File: src/rtl/hilo_pkg.sv
`timescale 1ns/1ps
package hilo_pkg;

  typedef enum logic [3:0] {
    OP_MULT  = 4'd0,
    OP_MULTU = 4'd1,
    OP_DIV   = 4'd2,
    OP_DIVU  = 4'd3,
    OP_MADD  = 4'd4,
    OP_MADDU = 4'd5,
    OP_MSUB  = 4'd6,
    OP_MSUBU = 4'd7,
    OP_RDHI  = 4'd8,
    OP_RDLO  = 4'd9,
    OP_MUL32 = 4'd10,
    OP_MULOS = 4'd11,
    OP_MULOU = 4'd12
  } md_op_e;

  typedef enum logic [1:0] {
    DV_IDLE = 2'd0,
    DV_RUN  = 2'd1,
    DV_DONE = 2'd2
  } dv_state_e;

  // operations whose product is formed from two's complement operands
  function automatic logic op_is_signed_mul(input md_op_e op);
    return (op == OP_MULT) || (op == OP_MADD) || (op == OP_MSUB) || (op == OP_MULOS);
  endfunction

  function automatic logic op_is_sub(input md_op_e op);
    return (op == OP_MSUB) || (op == OP_MSUBU);
  endfunction

endpackage

File: src/rtl/hilo_mult.sv
`timescale 1ns/1ps
// Single-cycle multiplier: operands are extended by one bit according to
// the signedness request, so one array serves both interpretations.
module hilo_mult #(
  parameter int XLEN = 32
) (
  input  logic [XLEN-1:0]   a_i,
  input  logic [XLEN-1:0]   b_i,
  input  logic              signed_i,
  output logic [2*XLEN-1:0] prod_o
);
  localparam int PW = 2 * XLEN;

  logic signed [XLEN:0] a_ext;
  logic signed [XLEN:0] b_ext;
  logic signed [PW-1:0] full;

  always_comb begin
    a_ext = {signed_i & a_i[XLEN-1], a_i};
    b_ext = {signed_i & b_i[XLEN-1], b_i};
    full  = a_ext * b_ext;
  end

  assign prod_o = full;

endmodule

File: src/rtl/hilo_acc.sv
`timescale 1ns/1ps
// 64-bit accumulate stage: adds or subtracts a product to the HI:LO pair,
// wrapping modulo 2^(2*XLEN).
module hilo_acc #(
  parameter int XLEN = 32
) (
  input  logic [2*XLEN-1:0] base_i,
  input  logic [2*XLEN-1:0] prod_i,
  input  logic              sub_i,
  output logic [2*XLEN-1:0] sum_o
);
  always_comb begin
    if (sub_i) sum_o = base_i - prod_i;
    else       sum_o = base_i + prod_i;
  end
endmodule

File: src/rtl/hilo_div.sv
`timescale 1ns/1ps
// Iterative restoring divider: one quotient bit per cycle on magnitudes,
// signs applied at the output.
module hilo_div
  import hilo_pkg::*;
#(
  parameter int XLEN = 32
) (
  input  logic            clk,
  input  logic            rst_n,
  input  logic            start_i,
  input  logic            signed_i,
  input  logic [XLEN-1:0] dvd_i,
  input  logic [XLEN-1:0] dvs_i,
  output logic            busy_o,
  output logic            done_o,
  output logic [XLEN-1:0] quo_o,
  output logic [XLEN-1:0] rem_o
);
  localparam int CW = (XLEN > 1) ? $clog2(XLEN) : 1;
  localparam logic [CW-1:0] LAST = CW'(XLEN - 1);

  dv_state_e       state_q, state_d;
  logic [CW-1:0]   cnt_q;
  logic [XLEN-1:0] rem_q, quo_q, dvs_q;
  logic [XLEN-1:0] dvd_raw_q, dvs_raw_q;
  logic            neg_q_q, neg_r_q, zero_q;

  logic            ld_en, it_en;
  logic            dvd_neg, dvs_neg;
  logic [XLEN-1:0] dvd_mag, dvs_mag;
  logic [XLEN:0]   shifted, diff;
  logic [XLEN-1:0] rem_nx, quo_nx;

  // operand preparation
  always_comb begin
    dvd_neg = signed_i & dvd_i[XLEN-1];
    dvs_neg = signed_i & dvs_i[XLEN-1];
    dvd_mag = dvd_neg ? (~dvd_i + 1'b1) : dvd_i;
    dvs_mag = dvs_neg ? (~dvs_i + 1'b1) : dvs_i;
  end

  // one restoring step
  always_comb begin
    shifted = {rem_q, quo_q[XLEN-1]};
    diff    = shifted - {1'b0, dvs_q};
    if (!diff[XLEN]) begin
      rem_nx = diff[XLEN-1:0];
      quo_nx = {quo_q[XLEN-2:0], 1'b1};
    end else begin
      rem_nx = shifted[XLEN-1:0];
      quo_nx = {quo_q[XLEN-2:0], 1'b0};
    end
  end

  // next-state
  always_comb begin
    state_d = state_q;
    ld_en   = 1'b0;
    it_en   = 1'b0;
    case (state_q)
      DV_IDLE: if (start_i) begin
        state_d = DV_RUN;
        ld_en   = 1'b1;
      end
      DV_RUN: begin
        it_en = 1'b1;
        if (cnt_q == LAST) state_d = DV_DONE;
      end
      DV_DONE: state_d = DV_IDLE;
      default: state_d = DV_IDLE;
    endcase
  end

  // registers
  always_ff @(posedge clk or negedge rst_n) begin
    if (!rst_n) begin
      state_q   <= DV_IDLE;
      cnt_q     <= '0;
      rem_q     <= '0;
      quo_q     <= '0;
      dvs_q     <= '0;
      dvd_raw_q <= '0;
      dvs_raw_q <= '0;
      neg_q_q   <= 1'b0;
      neg_r_q   <= 1'b0;
      zero_q    <= 1'b0;
    end else begin
      state_q <= state_d;
      if (ld_en) begin
        cnt_q     <= '0;
        rem_q     <= '0;
        quo_q     <= dvd_mag;
        dvs_q     <= dvs_mag;
        dvd_raw_q <= dvd_i;
        dvs_raw_q <= dvs_i;
        neg_q_q   <= dvd_neg ^ dvs_neg;
        neg_r_q   <= dvd_neg;
        zero_q    <= (dvs_i == '0);
      end else if (it_en) begin
        cnt_q <= cnt_q + 1'b1;
        rem_q <= rem_nx;
        quo_q <= quo_nx;
      end
    end
  end

  // sign correction and divide-by-zero result
  always_comb begin
    if (zero_q) begin
      quo_o = '1;
      rem_o = dvd_raw_q;
    end else begin
      quo_o = neg_q_q ? (~quo_q + 1'b1) : quo_q;
      rem_o = neg_r_q ? (~rem_q + 1'b1) : rem_q;
    end
  end

  assign busy_o = (state_q != DV_IDLE);
  assign done_o = (state_q == DV_DONE);

  // quotient times divisor plus remainder reproduces the dividend (mod 2^XLEN)
  logic [XLEN-1:0] recon;
  assign recon = quo_o * dvs_raw_q + rem_o;

  a_r3_div_identity: assert property (@(posedge clk) disable iff (!rst_n)
    (done_o && !zero_q) |-> (recon == dvd_raw_q));

  a_r10_done_then_idle: assert property (@(posedge clk) disable iff (!rst_n)
    done_o |=> !busy_o);

endmodule

File: src/rtl/hilo_muldiv.sv
`timescale 1ns/1ps
module hilo_muldiv
  import hilo_pkg::*;
#(
  parameter int XLEN        = 32,
  parameter int SYNC_STAGES = 2
) (
  input  logic            clk,
  input  logic            rst_n,
  input  logic            start_i,
  input  logic [3:0]      op_i,
  input  logic [XLEN-1:0] a_i,
  input  logic [XLEN-1:0] b_i,
  output logic            busy_o,
  output logic [XLEN-1:0] rd_data_o,
  output logic            ovf_o,
  output logic [XLEN-1:0] hi_o,
  output logic [XLEN-1:0] lo_o
);
  localparam int PW = 2 * XLEN;

  // reset: asserted asynchronously, released after SYNC_STAGES edges
  logic [SYNC_STAGES-1:0] rst_pipe_q;
  logic                   rst_sync_n;

  always_ff @(posedge clk or negedge rst_n) begin
    if (!rst_n) rst_pipe_q <= '0;
    else        rst_pipe_q <= {rst_pipe_q[SYNC_STAGES-2:0], 1'b1};
  end
  assign rst_sync_n = rst_pipe_q[SYNC_STAGES-1];

  md_op_e          op_w;
  logic            accept;
  logic            mul_signed, acc_sub;
  logic [PW-1:0]   prod, acc_sum;
  logic            sovf, uovf;

  logic            div_start, div_busy, div_done;
  logic [XLEN-1:0] div_quo, div_rem;

  logic [XLEN-1:0] hi_q, lo_q, rd_q;
  logic            ovf_q;
  logic            hilo_en, rd_en;
  logic [PW-1:0]   hilo_d;
  logic [XLEN-1:0] rd_d;
  logic            ovf_d;

  assign op_w       = md_op_e'(op_i);
  assign accept     = start_i & ~div_busy;
  assign mul_signed = op_is_signed_mul(op_w);
  assign acc_sub    = op_is_sub(op_w);

  hilo_mult #(.XLEN(XLEN)) u_mult (
    .a_i      (a_i),
    .b_i      (b_i),
    .signed_i (mul_signed),
    .prod_o   (prod)
  );

  hilo_acc #(.XLEN(XLEN)) u_acc (
    .base_i (({hi_q, lo_q})),
    .prod_i (prod),
    .sub_i  (acc_sub),
    .sum_o  (acc_sum)
  );

  hilo_div #(.XLEN(XLEN)) u_div (
    .clk      (clk),
    .rst_n    (rst_sync_n),
    .start_i  (div_start),
    .signed_i (op_w == OP_DIV),
    .dvd_i    (a_i),
    .dvs_i    (b_i),
    .busy_o   (div_busy),
    .done_o   (div_done),
    .quo_o    (div_quo),
    .rem_o    (div_rem)
  );

  // overflow of a 32-bit result: signed needs bits PW-1..XLEN-1 all equal
  always_comb begin
    sovf = !((&prod[PW-1:XLEN-1]) || !(|prod[PW-1:XLEN-1]));
    uovf = |prod[PW-1:XLEN];
  end

  // next-state
  always_comb begin
    hilo_en   = 1'b0;
    hilo_d    = {hi_q, lo_q};
    rd_en     = 1'b0;
    rd_d      = rd_q;
    ovf_d     = ovf_q;
    div_start = 1'b0;
    if (div_done) begin
      hilo_en = 1'b1;
      hilo_d  = {div_rem, div_quo};
    end else if (accept) begin
      case (op_w)
        OP_MULT, OP_MULTU: begin
          hilo_en = 1'b1;
          hilo_d  = prod;
        end
        OP_MADD, OP_MADDU, OP_MSUB, OP_MSUBU: begin
          hilo_en = 1'b1;
          hilo_d  = acc_sum;
        end
        OP_DIV, OP_DIVU: div_start = 1'b1;
        OP_RDHI: begin
          rd_en = 1'b1;
          rd_d  = hi_q;
        end
        OP_RDLO: begin
          rd_en = 1'b1;
          rd_d  = lo_q;
        end
        OP_MUL32: begin
          rd_en = 1'b1;
          rd_d  = prod[XLEN-1:0];
          ovf_d = 1'b0;
        end
        OP_MULOS: begin
          rd_en = 1'b1;
          rd_d  = prod[XLEN-1:0];
          ovf_d = sovf;
        end
        OP_MULOU: begin
          rd_en = 1'b1;
          rd_d  = prod[XLEN-1:0];
          ovf_d = uovf;
        end
        default: ;
      endcase
    end
  end

  // registers
  always_ff @(posedge clk or negedge rst_sync_n) begin
    if (!rst_sync_n) begin
      hi_q  <= '0;
      lo_q  <= '0;
      rd_q  <= '0;
      ovf_q <= 1'b0;
    end else begin
      if (hilo_en) begin
        hi_q <= hilo_d[PW-1:XLEN];
        lo_q <= hilo_d[XLEN-1:0];
      end
      if (rd_en) begin
        rd_q  <= rd_d;
        ovf_q <= ovf_d;
      end
    end
  end

  assign busy_o    = div_busy;
  assign rd_data_o = rd_q;
  assign ovf_o     = ovf_q;
  assign hi_o      = hi_q;
  assign lo_o      = lo_q;

  a_r1_idle_hold: assert property (@(posedge clk) disable iff (!rst_sync_n)
    (!start_i && !busy_o) |=> ($stable(hi_q) && $stable(lo_q)));

  a_r10_busy_after_div: assert property (@(posedge clk) disable iff (!rst_sync_n)
    (accept && (op_i == 4'd2 || op_i == 4'd3)) |=> busy_o);

  a_r10_hold_while_busy: assert property (@(posedge clk) disable iff (!rst_sync_n)
    (busy_o && !div_done) |=> ($stable(hi_q) && $stable(lo_q) && $stable(rd_q)));

  a_r6_read_hi: assert property (@(posedge clk) disable iff (!rst_sync_n)
    (accept && op_i == 4'd8) |=> (rd_data_o == $past(hi_q) && $stable(ovf_q)));

  a_r7_low_mul_keeps_hilo: assert property (@(posedge clk) disable iff (!rst_sync_n)
    (accept && op_i >= 4'd10 && op_i <= 4'd12) |=> ($stable(hi_q) && $stable(lo_q)));

  a_r7_no_overflow: assert property (@(posedge clk) disable iff (!rst_sync_n)
    (accept && op_i == 4'd10) |=> !ovf_o);

  a_r12_reserved_noop: assert property (@(posedge clk) disable iff (!rst_sync_n)
    (accept && op_i >= 4'd13) |=>
      ($stable(hi_q) && $stable(lo_q) && $stable(rd_q) && $stable(ovf_q)));

endmodule

File: config.mk
export PLATFORM = sky130hd
export DESIGN_NAME = hilo_muldiv
export DESIGN_NICKNAME = d
export VERILOG_FILES = /design/src/rtl/hilo_pkg.sv /design/src/rtl/hilo_mult.sv /design/src/rtl/hilo_acc.sv /design/src/rtl/hilo_div.sv /design/src/rtl/hilo_muldiv.sv
export SDC_FILE = /design/constraint.sdc
export NUM_CORES = 2
export LEC_CHECK = 0
export BUFFER_PORTS_ARGS = -buffer_cell sky130_fd_sc_hd__buf_2
export CORE_ASPECT_RATIO = 0.9
export CORE_UTILIZATION = 32
export CTS_CLUSTER_DIAMETER = 200
export CTS_CLUSTER_SIZE = 30
export DETAILED_ROUTE_END_ITERATION = 7
export GPL_TIMING_DRIVEN = 0
export PLACE_DENSITY = 0.55
export SKIP_CTS_REPAIR_TIMING = 1
export SLEW_MARGIN = 20
export SYNTH_ARGS = -nofsm -noshare
export SYNTH_HDL_FRONTEND = slang
export SYNTH_HIERARCHICAL = 1
export SYNTH_SLANG_ARGS = --single-unit
File: constraint.sdc
create_clock -name clk -period 7.25 [get_ports clk]
set_input_delay 0 -clock clk [delete_from_list [all_inputs] [get_ports clk]]
set_output_delay 0 -clock clk [all_outputs]
set_load 0.02 [all_outputs]
======== Word level (Yosys, flattened, before mapping) ========
Index checks and enable logic that the tools add are counted.
word-level totals
  register bits ........................... 237
  output and inout port bits .............. 98
  logic and storage cells ................. 116
operators by class
  add/subtract/negate cells ............... 8
  multipliers ............................. 1
  equal/unequal tests ..................... 17
  multiplexer cells ....................... 35
  bitwise operators ....................... 12
  reductions and logical operators ........ 29
operator list
  cell                                                              count
  32-bit two-way mux                                                11
  64-bit two-way mux                                                3
  32-bit by 1-bit adder with 32-bit output (second input constant)  4
  32-bit inverter                                                   4
  64-bit case mux with 2 select lines                               1
  32-bit case mux with 3 select lines                               1
  64-bit adder                                                      1
  33-bit by 33-bit multiplier with 64-bit output                    1
  64-bit subtractor                                                 1
  33-bit AND reduction                                              1
  33-bit OR reduction                                               1
  33-bit by 32-bit subtractor with 33-bit output                    1
  32-bit logical NOT                                                1
  32-bit OR reduction                                               1
  4-bit == test (second input constant)                             5
  4-bit by 3-bit == test with 1-bit output (second input constant)  4
  1-bit two-way mux                                                 13
  5-bit two-way mux                                                 2
  3-bit nonzero test                                                3
  4-bit by 2-bit == test with 1-bit output (second input constant)  2
  4-bit AND reduction                                               2
  2-bit nonzero test                                                3
  6-bit OR reduction                                                1
  5-bit by 1-bit adder with 5-bit output (second input constant)    1
  22 further kinds                                                  34

======== Depth between registers and ports, before layout ========
  depth after elaboration ................. 11
  mapped depth ............................ 53

======== Hierarchy ========
Netlist, hierarchy kept.
by module, submodules not included
  module       times used  cells each  area an instance (µm²)  sequential area each (µm²)
  hilo_mult    1           4106        37526.0                 0.0
  hilo_div     1           1334        10316.1                 3453.3
  hilo_muldiv  1           650         5564.1                  2477.4
  hilo_acc     1           783         5251.3                  0.0

======== Least setup slack after synthesis ========
Ideal clock, no wire load.
  kind .................................... input to register
  start point ............................. input port op_i[3]
  end point ............................... register hi_q[31] (netlist: hi_o[31])
  setup time .............................. 0.124 ns
  arrival ................................. 11.165 ns
  data required time ...................... 7.126 ns
  setup slack ............................. -4.040 ns
  stages on the path ...................... 40
  cells stage by stage .................... buf_4 > or3_1 > o21ai_0 > clkbuf_1 > clkbuf_1 > and3_1 > fa_1 > fa_1 > fa_1 > inv_1 > fa_1 > inv_1 > fa_1 > fa_1 > inv_1 > fa_1 > fa_1 > inv_1 > [4 not listed] > o31a_1 > or3_1 > or4_1 > a21oi_1 > xor2_1 > ha_1 > a21o_1 > a21o_1 > o21bai_1 > a21o_1 > a221o_1 > a21oi_1 > o31ai_4 > xnor2_1 > mux2i_1 > nor2_1 > a21oi_1 > o21ai_1
on the way
  cells in the longest elaborated chain, start to end .. 11
RTL lines
  item                                                                           RTL line                          text
  start, declared                                                                hilo_muldiv.sv:11                 input logic [3:0] op_i,
  4-bit by 3-bit == test with 1-bit output or 4-bit logical NOT (tied branches)  hilo_pkg.sv:28                    return (op == OP_MULT) || (op == OP_MADD) || (op == OP_MSUB) || (op == OP_MULOS);
  1-bit logical OR (2 in series)                                                 hilo_pkg.sv:28
  1-bit logical OR (*)                                                           hilo_pkg.sv:28
  net mul_signed                                                                 hilo_muldiv.sv:34                 logic mul_signed, acc_sub;
  1-bit AND, on equally long branches                                            hilo_mult.sv:19, hilo_mult.sv:20
  33-bit by 33-bit multiplier with 64-bit output (*)                             hilo_mult.sv:21                   full = a_ext * b_ext;
  net prod[52]                                                                   hilo_muldiv.sv:35                 logic [PW-1:0] prod, acc_sum;
  64-bit adder or 64-bit subtractor (tied branches)                              hilo_acc.sv:14, hilo_acc.sv:13
  64-bit two-way mux (*)                                                         hilo_acc.sv:13                    if (sub_i) sum_o = base_i - prod_i;
  net acc_sum[63]                                                                hilo_muldiv.sv:35
  64-bit case mux with 2 select lines (*)                                        hilo_muldiv.sv:98                 case (op_w)
  64-bit two-way mux (*)                                                         hilo_muldiv.sv:97                 end else if (accept) begin
  64-bit two-way mux (*)                                                         hilo_muldiv.sv:94                 if (div_done) begin
  end signal, assigned                                                           hilo_muldiv.sv:145                hi_q <= hilo_d[PW-1:XLEN];
  end, declared                                                                  hilo_muldiv.sv:41                 logic [XLEN-1:0] hi_q, lo_q, rd_q;
Mark *: on every way through the listed nets, which the timed path passes. The rest lies on a longest branch. The select of a mux whose other input is x is not followed.
A chain may end at the register's enable or synchronous reset.

======== Final worst setup path ========
  start point ............................. input port op_i[1]
  end point ............................... register hi_q[25] (netlist: hi_o[25])
Same word-level chain as after synthesis.

==> impl_results.md <==
- Clk Latency, worst-skew pair: 0.53 ns
- First DRT Iteration DRCs: 5890
- Avg Cell Area, Syn: 8.53 µm²
- Number of synthesized flops with an enable pin: 0
- Initial antenna violation count: 44
- Final setup vio count: 51
- Max_slew headroom: 23.6%
- Clock Pin Slew Worst Setup and Hold Paths: 0.13 ns
- CP Max Fanout: 6
- Core box area: around 180000 µm²
- Slew @ Worst Pin: 1.15 ns
- Syn-to-layout area delta: 18.6%
- Hold Path Sink: u_div/dvs_q[16]
- Total CTS buffers: 11
- Fraction of layout cells with a size suffix above 1: 14.9%
- RSZ-0062 raised after global routing: yes
- Drt pass-1 iters: 6
- Final worst-path cycle share: 158%
- Crit path required time: 7.70 ns
- Clk sink count: 237
- Seq/Total Area, Yosys: a little over 10%
- Total negative setup slack: -123.31 ns
- GR Util All Layers: between 20 and 30%
- HP Class: in -> reg
- Tmin final: 11.44 ns
- Max Fclk: a little under 0.09 GHz
- WL/cell: 27.7 µm
- H-tree depth: 1
- Worst setup EP type: flop
- Filler cells: around 19000
- Port buffer count: 167
- Die footprint: 185000 µm²
- Mapped cell area: 58700 µm²
- Slowest CP cell: fa_1
- Ys Warns: 6
- Crit path DAT: 11.89 ns
- Fin. max-slew vios: 0
- TritonCTS clock tree: built
- Reg2Reg Launch Point: lo_o[0]
- Reg2Reg Depth: 18
- Largest net degree at the start of global routing: 46
- Worst R2R Setup Slack: 2.55 ns
- I/O pin cnt: around 170
- Initial Utilization: between 30% and 40%
- Final WS setup: -4.19 ns
- Hold slack final: -0.00235 ns
- Final HPWL DP: about 220000 µm
- Vias in the first global route: between 50000 and 60000
- Clk_skew: 0.0266 ns
- Final hold vios: 2
- Num rows: 148
- Most common cell after layout, fill and taps aside: nand2_1
- Nets: 8788
- Detailed-route via count: 52700
- Ys flop type: dfrtp_1
- Post-Syn Instances: approximately 6900
- DR vias/cell: roughly 5.4
- Setup CP Type: in -> reg
- Crit. Startpoint: op_i[1]
- Post-synth cell types: 93
- Mapped Nets: 8385
- First-pass GRT wire length: 372000 µm
- ANT nets after route: 0
- Hold_sp: b_i[16]
- GP Congestion: 1.01
- Total gr overflow: 0
- Crit Reg-Reg Endpoint: hi_o[30]
- DRC viols: 0
- Die X: 453 µm
- Clock Root Buffer: clkbuf_16
- Max cap viols: 0
- Min-Delay Path Depth: 3
- Crit path top cell by count: fa_1
- DRT Wirelength: 268000 µm
- Die Y: just over 400 µm
- Setup crit start kind: primary input
- Outcome: complete, but fails checks
- Failing checks: hold timing, setup timing
- CP peak stage delay: 0.61 ns
- Most frequent cells in the layout: 1158 x nand2_1, 1145 x inv_1, 1097 x fa_1
- Register bit count reported by yosys: 237
- CTS Buffer Depth: 3
- Async S/R FF share, synth: 100%
area by class of cell:
class / count / area, µm² / area share, %
multi-input cells: 5099 / 49800 / 71.6
flip-flops and latches: 237 / 5930 / 8.53
inverters: 1171 / 4410 / 6.33
repair buffers: 407 / 3410 / 4.90
well taps: 2400 / 3000 / 4.32
plain buffers: 349 / 2680 / 3.85
clock buffers: 12 / 279 / 0.401
diodes: 16 / 40.0 / 0.0576
clock inverters: 1 / 5.00 / 0.00719
kinds of logic (layout without fill, tap and decap cells):
family,Yosys count,count (layout),synth area share [%]
DFF,237,237,10.1
xor gates and xnor gates,334,334,4.99
other,1,17,0.00639
and+or+nand+nor,2226,2226,17.5
buffers and inverters,1537,1940,9.99
AOI/OAI and AO/OA,1003,1003,10.6
muxes,94,94,1.61
adders and majority gates,1441,1441,45.2
cells in the mapped netlist, drive strengths merged, types with 27 or more instances:
master,count,share of area (%)
a21o,86,1.1
a21oi,302,2.6
a31oi,54,0.58
and2,372,4.0
and3,43,0.46
buf,38,0.39
clkbuf,328,2.1
dfrtp,237,10
fa,1127,38
ha,314,6.7
inv,1170,7.5
mux2i,93,1.6
nand2,1175,7.5
nand3,78,0.67
nand4,41,0.44
nor2,290,1.9
nor3,53,0.49
nor4,32,0.38
o21ai,312,2.7
o21bai,29,0.37
o31ai,38,0.59
or3,27,0.30
xnor2,207,3.1
xor2,127,1.9
metal layers:
layer	up-vias	global-route usage [%]	part of all wire [%]
li1	22200	-	-
met1	27000	39.1	41
met2	2909	41.3	43
met3	492	6.77	12
met4	6	10.5	4.6
met5	-	0	0.049
worst max-delay path by stage:
stage                     to  slack (ns)  depth (start not counted)
global route        hi_o[25]       -4.45                         54
floorplan           hi_o[31]       -3.27                         40
detailed placement  hi_o[29]       -6.93                         48
CTS                 hi_o[29]       -6.46                         48
global placement    hi_o[29]       -7.66                         43
finish              hi_o[25]       -4.19                         54
state kept, by name (all words and copies together) (netlist names), 2 cells and up:
name	flops
hi_o	32
lo_o	32
rd_data_o	32
rst_pipe_q	2
u_div/cnt_q	5
u_div/dvd_raw_q	32
u_div/dvs_q	32
u_div/quo_q	32
u_div/rem_q	32
u_div/state_q	2
through the flow:
stage | setup slack, ns | util (%) | instances | instance area (µm²)
final | -4.19 | 38.3 | 9692 | 69600
after global routing | -4.45 | 38.3 | 9680 | 69500
after CTS | -6.46 | 35.3 | 9469 | 64100
after detailed placement | -6.93 | 35.2 | 9456 | 63900
after global placement | -7.66 | 34.9 | 9440 | 63400
after floorplan | -3.27 | - | 6873 | 59500
worst max-delay path: cells and delay by family:
| kind | cells | cell delay (ns) |
|---|---|---|
| AO/OA/AOI/OAI | 16 | 2.71 |
| buffers and inverters | 12 | 1.41 |
| AND/OR/NAND/NOR | 12 | 2.42 |
| adder cells (fa/ha/maj) | 10 | 4.67 |
| XOR/XNOR | 3 | 0.49 |
| multiplexers | 1 | 0.12 |
Power is left out: the tool's default activity adds up to more than one toggle a clock period on the data nets, which glitch-free logic cannot reach.
